--- config.mk ---
export PLATFORM = sky130hd
export DESIGN_NAME = burst_splitter
export DESIGN_NICKNAME = d
export VERILOG_FILES = /design/src/rtl/bsplit_pkg.sv /design/src/rtl/bsplit_ctrl.sv /design/src/rtl/bsplit_datapath.sv /design/src/rtl/bsplit_coalesce.sv /design/src/rtl/burst_splitter.sv
export SDC_FILE = /design/constraint.sdc
export NUM_CORES = 1
export LEC_CHECK = 0
export ABC_AREA = 0
export BUFFER_PORTS_ARGS = -buffer_cell sky130_fd_sc_hd__buf_4
export CELL_PAD_IN_SITES_DETAIL_PLACEMENT = 1
export CELL_PAD_IN_SITES_GLOBAL_PLACEMENT = 1
export CORE_ASPECT_RATIO = 0.8
export CORE_MARGIN = 2
export CORE_UTILIZATION = 45
export CTS_BUF_LIST = sky130_fd_sc_hd__clkbuf_8
export CTS_CLUSTER_SIZE = 20
export DETAILED_ROUTE_END_ITERATION = 10
export PLACE_DENSITY = 0.95
export SYNTH_ARGS = -nofsm -noshare
export SYNTH_HDL_FRONTEND = slang
export SYNTH_SLANG_ARGS = --single-unit
--- constraint.sdc ---
create_clock -name clk -period 6.52 [get_ports clk]
set_clock_uncertainty 0.05 [all_clocks]
set_input_delay 0.652 -clock clk [delete_from_list [all_inputs] [get_ports clk]]
set_output_delay 0.652 -clock clk [all_outputs]
set_load 0.1 [all_outputs]
--- src/rtl/bsplit_pkg.sv ---
package bsplit_pkg;

  typedef struct packed {
    logic load;     // wide request accepted this cycle
    logic advance;  // narrow burst accepted this cycle
  } strobe_t;

  localparam logic [1:0] RESP_OKAY   = 2'b00;
  localparam logic [1:0] RESP_EXOKAY = 2'b01;
  localparam logic [1:0] RESP_SLVERR = 2'b10;
  localparam logic [1:0] RESP_DECERR = 2'b11;

  function automatic logic [1:0] severity(input logic [1:0] code);
    case (code)
      RESP_DECERR: severity = 2'd3;
      RESP_SLVERR: severity = 2'd2;
      RESP_OKAY:   severity = 2'd1;
      default:     severity = 2'd0;
    endcase
  endfunction

  function automatic logic [1:0] worseResp(input logic [1:0] a, input logic [1:0] b);
    worseResp = (severity(b) > severity(a)) ? b : a;
  endfunction

endpackage

--- src/rtl/bsplit_ctrl.sv ---
module bsplit_ctrl
  import bsplit_pkg::*;
(
  input  logic    clk,
  input  logic    rstN,
  input  logic    aValid,
  input  logic    qFull,
  input  logic    nAReady,
  input  logic    lastBurst,
  output logic    aReady,
  output logic    nAValid,
  output strobe_t strobe
);

  logic busyQ;

  assign aReady         = !busyQ && !qFull;
  assign nAValid        = busyQ;
  assign strobe.load    = aValid && aReady;
  assign strobe.advance = busyQ && nAReady;

  always_ff @(posedge clk) begin
    if (!rstN) begin
      busyQ <= 1'b0;
    end else if (strobe.load) begin
      busyQ <= 1'b1;
    end else if (strobe.advance && lastBurst) begin
      busyQ <= 1'b0;
    end
  end

  a_r11_busy_blocks: assert property (@(posedge clk) disable iff (!rstN)
    nAValid |-> !aReady);

endmodule

--- src/rtl/bsplit_datapath.sv ---
module bsplit_datapath
  import bsplit_pkg::*;
#(
  parameter int ADDR_W     = 32,
  parameter int LEN_W      = 8,
  parameter int NARROW_LOG = 2,
  parameter int LIMIT_LOG  = 8,
  parameter int TOT_W      = 12,
  parameter int CNT_W      = 5
) (
  input  logic              clk,
  input  logic              rstN,
  input  strobe_t           strobe,
  input  logic [ADDR_W-1:0] aAddr,
  input  logic [LEN_W-1:0]  aLen,
  input  logic [2:0]        aSize,
  input  logic              aLock,
  input  logic [3:0]        aCache,
  input  logic              aWrite,
  output logic [ADDR_W-1:0] nAAddr,
  output logic [LEN_W-1:0]  nALen,
  output logic [2:0]        nASize,
  output logic              nALock,
  output logic [3:0]        nACache,
  output logic              nAWrite,
  output logic [2:0]        nCmdRatioLog,
  output logic              lastBurst,
  output logic [CNT_W-1:0]  burstCount
);

  localparam logic [TOT_W-1:0]  LIMIT   = TOT_W'(1) << LIMIT_LOG;
  localparam logic [ADDR_W-1:0] STEP    = ADDR_W'(1) << (LIMIT_LOG + NARROW_LOG);
  localparam logic [2:0]        NARROW3 = 3'(NARROW_LOG);

  logic              downIn;
  logic [2:0]        ratioIn;
  logic [TOT_W-1:0]  totalIn;
  logic              splitIn;

  logic [ADDR_W-1:0] addrQ;
  logic [TOT_W-1:0]  remQ;
  logic [2:0]        sizeQ;
  logic [2:0]        ratioQ;
  logic              lockQ;
  logic [3:0]        cacheQ;
  logic              writeQ;

  assign downIn     = aSize > NARROW3;
  assign ratioIn    = downIn ? (aSize - NARROW3) : 3'd0;
  assign totalIn    = (TOT_W'(aLen) + TOT_W'(1)) << ratioIn;
  assign splitIn    = totalIn > LIMIT;
  assign burstCount = CNT_W'((totalIn + LIMIT - TOT_W'(1)) >> LIMIT_LOG);

  always_ff @(posedge clk) begin
    if (!rstN) begin
      addrQ  <= '0;
      remQ   <= '0;
      sizeQ  <= '0;
      ratioQ <= '0;
      lockQ  <= 1'b0;
      cacheQ <= '0;
      writeQ <= 1'b0;
    end else if (strobe.load) begin
      addrQ  <= aAddr;
      remQ   <= totalIn;
      sizeQ  <= downIn ? NARROW3 : aSize;
      ratioQ <= ratioIn;
      lockQ  <= aLock && !splitIn;
      cacheQ <= aCache;
      writeQ <= aWrite;
    end else if (strobe.advance) begin
      addrQ <= addrQ + STEP;
      remQ  <= remQ - LIMIT;
    end
  end

  assign lastBurst    = remQ <= LIMIT;
  assign nALen        = lastBurst ? LEN_W'(remQ - TOT_W'(1)) : LEN_W'(LIMIT - TOT_W'(1));
  assign nAAddr       = addrQ;
  assign nASize       = sizeQ;
  assign nALock       = lockQ;
  assign nACache      = cacheQ;
  assign nAWrite      = writeQ;
  assign nCmdRatioLog = ratioQ;

endmodule

--- src/rtl/bsplit_coalesce.sv ---
module bsplit_coalesce
  import bsplit_pkg::*;
#(
  parameter int CNT_W = 5,
  parameter int DEPTH = 4
) (
  input  logic             clk,
  input  logic             rstN,
  input  logic             pushValid,
  input  logic [CNT_W-1:0] pushCount,
  output logic             qFull,
  input  logic             nBValid,
  output logic             nBReady,
  input  logic [1:0]       nBResp,
  output logic             bValid,
  input  logic             bReady,
  output logic [1:0]       bResp
);

  localparam int PTR_W = $clog2(DEPTH);
  localparam int LVL_W = $clog2(DEPTH + 1);

  logic [CNT_W-1:0] cntMem [DEPTH];
  logic [PTR_W-1:0] wrPtr, rdPtr;
  logic [LVL_W-1:0] level;
  logic [CNT_W-1:0] seenQ;
  logic [1:0]       accQ;

  logic             empty, isLast, take, pop;
  logic [CNT_W-1:0] head;
  logic [1:0]       combined;

  assign empty    = level == '0;
  assign qFull    = level == LVL_W'(DEPTH);
  assign head     = cntMem[rdPtr];
  assign isLast   = (seenQ + CNT_W'(1)) == head;
  assign combined = (seenQ == '0) ? nBResp : worseResp(accQ, nBResp);
  assign bResp    = (head > CNT_W'(1) && combined == RESP_EXOKAY) ? RESP_OKAY : combined;
  assign nBReady  = !empty && (!isLast || bReady);
  assign bValid   = nBValid && !empty && isLast;
  assign take     = nBValid && nBReady;
  assign pop      = bValid && bReady;

  always_ff @(posedge clk) begin
    if (pushValid) cntMem[wrPtr] <= pushCount;
  end

  always_ff @(posedge clk) begin
    if (!rstN) begin
      wrPtr <= '0;
      rdPtr <= '0;
      level <= '0;
      seenQ <= '0;
      accQ  <= RESP_OKAY;
    end else begin
      if (pushValid) wrPtr <= wrPtr + PTR_W'(1);
      if (pop)       rdPtr <= rdPtr + PTR_W'(1);
      level <= level + LVL_W'(pushValid) - LVL_W'(pop);
      if (pop)       seenQ <= '0;
      else if (take) seenQ <= seenQ + CNT_W'(1);
      if (take)      accQ <= combined;
    end
  end

  a_r12_no_overflow: assert property (@(posedge clk) disable iff (!rstN)
    pushValid |-> !qFull);

  a_r7_group_restart: assert property (@(posedge clk) disable iff (!rstN)
    pop |=> seenQ == '0);

endmodule

--- src/rtl/burst_splitter.sv ---
module burst_splitter
  import bsplit_pkg::*;
#(
  parameter int ADDR_W     = 32,
  parameter int WIDE_LOG   = 5,
  parameter int NARROW_LOG = 2,
  parameter bit AXI3_MODE  = 1'b0,
  parameter int DEPTH      = 4,
  localparam int LIMIT_LOG = AXI3_MODE ? 4 : 8,
  localparam int LEN_W     = LIMIT_LOG,
  localparam int TOT_W     = LEN_W + 1 + (WIDE_LOG - NARROW_LOG),
  localparam int CNT_W     = TOT_W - LIMIT_LOG + 1
) (
  input  logic              clk,
  input  logic              rstN,
  input  logic              aValid,
  output logic              aReady,
  input  logic [ADDR_W-1:0] aAddr,
  input  logic [LEN_W-1:0]  aLen,
  input  logic [2:0]        aSize,
  input  logic              aLock,
  input  logic [3:0]        aCache,
  input  logic              aWrite,
  output logic              nAValid,
  input  logic              nAReady,
  output logic [ADDR_W-1:0] nAAddr,
  output logic [LEN_W-1:0]  nALen,
  output logic [2:0]        nASize,
  output logic              nALock,
  output logic [3:0]        nACache,
  output logic              nAWrite,
  output logic [2:0]        nCmdRatioLog,
  output logic              nCmdLast,
  input  logic              nBValid,
  output logic              nBReady,
  input  logic [1:0]        nBResp,
  output logic              bValid,
  input  logic              bReady,
  output logic [1:0]        bResp
);

  localparam logic [ADDR_W-1:0] STEP = ADDR_W'(1) << (LIMIT_LOG + NARROW_LOG);

  strobe_t          strobe;
  logic             lastBurst;
  logic             qFull;
  logic [CNT_W-1:0] burstCount;

  bsplit_ctrl ctrl_i (
    .clk(clk), .rstN(rstN), .aValid(aValid), .qFull(qFull), .nAReady(nAReady),
    .lastBurst(lastBurst), .aReady(aReady), .nAValid(nAValid), .strobe(strobe)
  );

  bsplit_datapath #(
    .ADDR_W(ADDR_W), .LEN_W(LEN_W), .NARROW_LOG(NARROW_LOG),
    .LIMIT_LOG(LIMIT_LOG), .TOT_W(TOT_W), .CNT_W(CNT_W)
  ) dp_i (
    .clk(clk), .rstN(rstN), .strobe(strobe),
    .aAddr(aAddr), .aLen(aLen), .aSize(aSize), .aLock(aLock), .aCache(aCache), .aWrite(aWrite),
    .nAAddr(nAAddr), .nALen(nALen), .nASize(nASize), .nALock(nALock), .nACache(nACache),
    .nAWrite(nAWrite), .nCmdRatioLog(nCmdRatioLog), .lastBurst(lastBurst), .burstCount(burstCount)
  );

  bsplit_coalesce #(.CNT_W(CNT_W), .DEPTH(DEPTH)) coal_i (
    .clk(clk), .rstN(rstN), .pushValid(strobe.load && aWrite), .pushCount(burstCount),
    .qFull(qFull), .nBValid(nBValid), .nBReady(nBReady), .nBResp(nBResp),
    .bValid(bValid), .bReady(bReady), .bResp(bResp)
  );

  assign nCmdLast = lastBurst;

  a_r11_hold_stall: assert property (@(posedge clk) disable iff (!rstN)
    nAValid && !nAReady |=> nAValid && $stable(nAAddr) && $stable(nALen) && $stable(nALock));

  a_r3_full_burst: assert property (@(posedge clk) disable iff (!rstN)
    nAValid && !nCmdLast |-> nALen == LEN_W'((1 << LIMIT_LOG) - 1));

  a_r4_addr_step: assert property (@(posedge clk) disable iff (!rstN)
    nAValid && nAReady && !nCmdLast |=> nAValid && nAAddr == $past(nAAddr) + STEP);

  a_r5_split_unlocked: assert property (@(posedge clk) disable iff (!rstN)
    nAValid && !nCmdLast |-> !nALock);

endmodule

# [Word level (Yosys, flattened, before mapping)]
# Memory sizes are Yosys's and may differ from the RTL's. A register that Yosys moved wholly into a read port is not among the register bits.
# Index checks and enable logic that the tools add are counted.
[word_totals] regBits=71 ramBits=16 in_bits=57 out_inout_bits=59 elab_cells=83 mem_count=1
[mem_list] name="coal_i.cntMem" depth=4 word_bits=4 rd=1 rd_clocked_by_memory_dff=1 wr=1 line="bsplit_coalesce.sv:23" source="logic [CNT_W-1:0] cntMem [DEPTH];"
[classes] addsub=12 magnitude_cmp=5 eq_ne=7 shifts=1 mux=18 bitwise_logic=1 n_reduce_logical=25
[op_table] op="$mux 32" count=2
[op_table] op="$add 32x11->32 const B" count=1
[op_table] op="$mux 12" count=2
[op_table] op="$add 12x9->12 const B" count=1
[op_table] op="$gt 12x9->1 const B" count=1
[op_table] op="$le 12x9->1 const B" count=1
[op_table] op="$logic_and 1x1->1" count=12
[op_table] op="$pmux 2 s3" count=2
[op_table] op="$shl 12x3->12" count=1
[op_table] op="$sub 12x1->12 const B" count=1
[op_table] op="$sub 12x9->12 const B" count=1
[op_table] op="$mux 2" count=5
[op_table] op="$add 8x1->9 const B" count=1
[op_table] op="$eq 2x2->1 const B" count=4
[op_table] op="$mux 8" count=1
[op_table] op="$sub 8x1->8 const B" count=1
[op_table] op="$mux 3" count=2
[op_table] op="$add 5x1->5 const B" count=1
[op_table] op="$eq 5x5->1" count=1
[op_table] op="$gt 5x1->1 const B" count=1
[op_table] op="$logic_not 1->1" count=5
[op_table] op="$logic_not 5->1" count=1
[op_table] op="$add 2x1->2 const B" count=2
[op_table] op="$logic_not 2->1" count=2
[op_table] op="other kinds (13)" count=17

# [Longest topological paths before layout]
[depth] word_depth=8 ltp_mapped=12 ltp_nobuf=12

# [Cells and area by module]
# Synthesis repeated with hierarchy kept, for this count alone.
[unflattened] hier_cells=590 area_unflattened_um2=5421.4
[modules_own_cells] mod="bsplit_datapath" n_inst=1 cells_per_inst=415 area_each_um2=3447.1 seq_area_each_um2=1121.1
[modules_own_cells] mod="bsplit_coalesce" n_inst=1 cells_per_inst=168 area_each_um2=1909.3 seq_area_each_um2=920.9
[modules_own_cells] mod="bsplit_ctrl" n_inst=1 cells_per_inst=6 area_each_um2=58.8 seq_area_each_um2=20.0
[modules_own_cells] mod="burst_splitter" n_inst=1 cells_per_inst=1 area_each_um2=6.3 seq_area_each_um2=0.0

# [Worst setup path after synthesis]
# OpenSTA, ideal clock, no wires.
[synth_timing] path_type="register to output" startpoint="register dp_i.remQ[0]" endpoint="output nALen[2]" arrival_time_ps=4866 t_required_ps=5818 setup_slack_ps=952 stages_incl_launch_ff=7 n_path_buf=0 cell_sequence="dfxtp_1 > inv_1 > ha_1 > and3b_1 > a31oi_1 > nor3_1 > nand2_1"
[synth_between] elab_chain_len=2 elab_cells_between_ends=3 cone_classes="1 x add/sub; 1 x order compare; 1 x mux"
[synth_lines] element="from (decl)" line="bsplit_datapath.sv:41" source="logic [TOT_W-1:0] remQ;"
[synth_lines] element="from (signal assigned)" line="bsplit_datapath.sv:65" source="remQ <= totalIn;"
[synth_lines] element="from (signal assigned)" line="bsplit_datapath.sv:73" source="remQ <= remQ - LIMIT;"
[synth_lines] element="$le 12x9->1" line="bsplit_datapath.sv:77" source="assign lastBurst = remQ <= LIMIT;"
[synth_lines] element="via nCmdLast" line="burst_splitter.sv:33" source="output logic nCmdLast,"
[synth_lines] element="$mux 8" line="bsplit_datapath.sv:78" source="assign nALen = lastBurst ? LEN_W'(remQ - TOT_W'(1)) : LEN_W'(LIMIT - TOT_W'(1));"
[synth_lines] element="to (decl)" line="burst_splitter.sv:27" source="output logic [LEN_W-1:0] nALen,"
# The timed path passes the listed nets, and every way through them passes these cells.

# [Final worst setup path]
[layout_timing] startpoint="register dp_i.remQ[2]" endpoint="output nALen[5]"
[layout_between] elab_chain_len=2 elab_cells_between_ends=3 cone_classes="1 x add/sub; 1 x order compare; 1 x mux"
[layout_lines] element="$le 12x9->1 / $sub 8x1->8 (equally long branches)" line="bsplit_datapath.sv:77, bsplit_datapath.sv:78"
[layout_lines] element="$mux 8 *" line="bsplit_datapath.sv:78"
# Mark *: on every way between the ends. The rest lies on a longest branch, timed or not.

==> flow_summary.toml <==
[floorplanning]
die_w_um = 120.2
start_util_pct = 46.75
core_area_um2 = 10410
fp-row-count = 33
dieHeight_um = 97.00
dieArea_um2 = 11660
io_pins = 116

[yosys]
syn_area_per_cell_um2 = 8.813
synthArstFlopShare_pct = 0
yosysTopAreaCell = "dfxtp_1"
synth.distinct_cells = 53
syn-num-nets = 629
ys_top_cells_by_area = "dfxtp_1, edfxtp_1, nand2_1"
synthCells = 552
synth_flop_cell = "dfxtp_1"
ys_seq_area_share_pct = 39.92
yosys_warnings = 0
ys_ff_latch = 89
synth_area_um2 = 4865
synth_most_common_cell = "nand2_1"
synth_common_cells = "nand2_1, dfxtp_1, clkbuf_1, xor2_1, nor2_1"
synth_edf_count = 16
synth_top_area_share_pct = 30.04

[finish]
n_antenna_cell = 0
final_nets = 725
stdcell_count = 793
drive_above_1_share_pct = 21.13
syn_to_final_growth_pct = 24.54
finish.utilization_pct = 58.23

[grt]
overflow = 0
grt_pass1_vias = 4678
grt_use_total_pct = 24.57
grt_max_degree = 70
grt_first_pass_wirelength_mm = 23.09
antenna_found_initial = 0

[place]
place.gp.congestion = 0.8388
hpwl_mm = 10.41
numPortBuffers = 115
dp_slack_ps = 2753
placedCellCount = 777

[cts]
cts_num_sinks = 89
clock-root-buffer = "clkbuf_8"
cts_buffer_depth = 2
path_clk_slew_ps = 90
cts_inserted_buffers = 9
postCtsSetupBuffers = 0
postCtsHoldBufs = 0
cts_tree = "built"
cts_resized = 0
worstSkewPairLatency_ps = 370
cts-htree-levels = 3

[route]
drtIter0Drc = 232
wl_mm = 14.08
dr.pass1.iters = 5
via_per_inst = 5.496
antenna_left = 0
routedWlPerCell_um = 17.76
vias = 4358
drcViolationCount = 0

[power_and_ir_drop]
p_leak_nw = 2.710
p_clk_share_pct = 27.1
p_seq_share_pct = 34.7
intPower_mw = 1.086
irDropWorstVdd_uv = 184.6
switching_power_mw = 0.7952
p_sw_share_pct = 42.26
power.total_mw = 1.882
p_per_area_nw_per_um2 = 310.6
power_frac_comb_pct = 38.2

[min_path]
worstHoldPathType = "reg2reg"

[critical_path]
crit_path_end_kind = "output pin"
worst-path-buf-inv = 1
slowest_stage = "nor3_1"
cp_common_cell = "nor3_1"
worstPathRequired_ps = 5820
path_max_fanout = 10
crit_family = "simple AND/OR/NAND/NOR gates"
startpoint_type = "flip-flop"
slowest_delay_ps = 960
path_cells = "nor3_1, and3b_1, a31oi_1, nor3_1, nand2_1, buf_4"
path_class = "reg2out"
arrival_ps = 2890

[status]
status = "completed"

[timing]
fin_tns_setup_ps = 0
finalHoldViolCount = 0
drv_slew = 0
setup_viol = 0
relSlewSlack_pct = 12.99
rsz0062_at_grt = "false"
fmax_ghz = 0.2782
setup_ws_ps = 2926
worstMarginPinSlew_ps = 1291
timing.final.crit_share_pct = 55.12
min_period_ps = 3594

[flow_run]
cap_violations = 0
metal layers:
layer | GRT usage, % | wire length [um] | share of wire (%) | up-vias
met5 | 0 | 0 | 0 | -
met4 | 9.481 | 445 | 3.2 | 0
met3 | 7.252 | 715 | 5.1 | 35
met2 | 43.40 | 7211 | 51 | 102
met1 | 27.77 | 5711 | 41 | 2101
li1 | - | - | - | 2120
power groups by stage:
stage	clock [mW]	sequential [mW]	combinational [mW]
final	0.511	0.652	0.719
after global routing	0.542	0.659	0.759
after CTS	0.518	0.652	0.722
after detailed placement	0	0.664	0.715
after global placement	0	0.659	0.692
after floorplan	0	0.852	0.351
final cells by class:
class	count	area [um2]
tap	140	175.2
fill	1250	4347
clock inverter	7	146.4
sequential	89	1942
timing repair buffer	117	878.3
multi-input combinational	409	2710
clock buffer	9	123.9
inverter	22	82.58
placed cells by master (no fill, tap or decap), types with 18 or more instances in the layout:
cell      Yosys  layout
buf_4         0     117
nand2_1     101     100
dfxtp_1      73      73
xor2_1       25      25
nor2_1       24      24
o211a_1      23      23
inv_1        22      22
xnor2_1      22      22
a21boi_0     20      20
nand3_1      19      19
ha_1         19      19
a21oi_1      18      18
tightest hold or removal path, delay by kind of cell (launching register included):
family / cells / cell delay [ps]
compound gates: 1 / 60
flops: 1 / 320
simple gates: 1 / 50
kinds of logic (layout without fill, tap and decap cells):
kind of cell             count (synthesis)  count (layout)  share of synthesized area [%]
adder cells (fa/ha/maj)                 20              20                          5.298
XOR/XNOR                                47              47                          8.462
flip-flops                              89              89                          39.92
buffers and inverters                   54             155                          4.424
AND/OR/NAND/NOR                        217             217                          21.17
AO/OA/AOI/OAI                          113             113                          17.00
multiplexers                            12              12                          3.730
per-stage QoR:
stage	hold WS [ps]	instance area, um2
global route	452.4	6058
floorplan	418.1	4865
detailed placement	411.4	5788
CTS	424.3	6058
global placement	403.5	5788
finish	419.6	6058
final timing paths:
| kind | from | end | slack, ps | depth (start not counted) |
|---|---|---|---|---|
| setup / recovery | dp_i.remQ[2] | nALen[5] | 2930 | 6 |
| hold / removal | dp_i.nAAddr[3] | dp_i.nAAddr[3] | 420 | 2 |
| setup reg to reg | flip-flop | coal_i.level[2] | 3110 | 12 |
| hold reg to reg | dp_i.nAAddr[3] | dp_i.nAAddr[3] | 420 | 2 |
sequential cells by signal (all words and copies together), names as in the netlist, named ones only:
name / flops
coal_i.level: 3
coal_i.rdPtr: 2
dp_i.nAWrite: 1
coal_i.wrPtr: 2
coal_i.cntMem: 16
dp_i.nCmdRatioLog: 3
ctrl_i.nAValid: 1
dp_i.nALock: 1
dp_i.nACache: 4
dp_i.remQ: 12
coal_i.seenQ: 5
dp_i.nAAddr: 32
coal_i.accQ: 2
dp_i.nASize: 3
No activity file was read; power rests on OpenSTA's default activity.
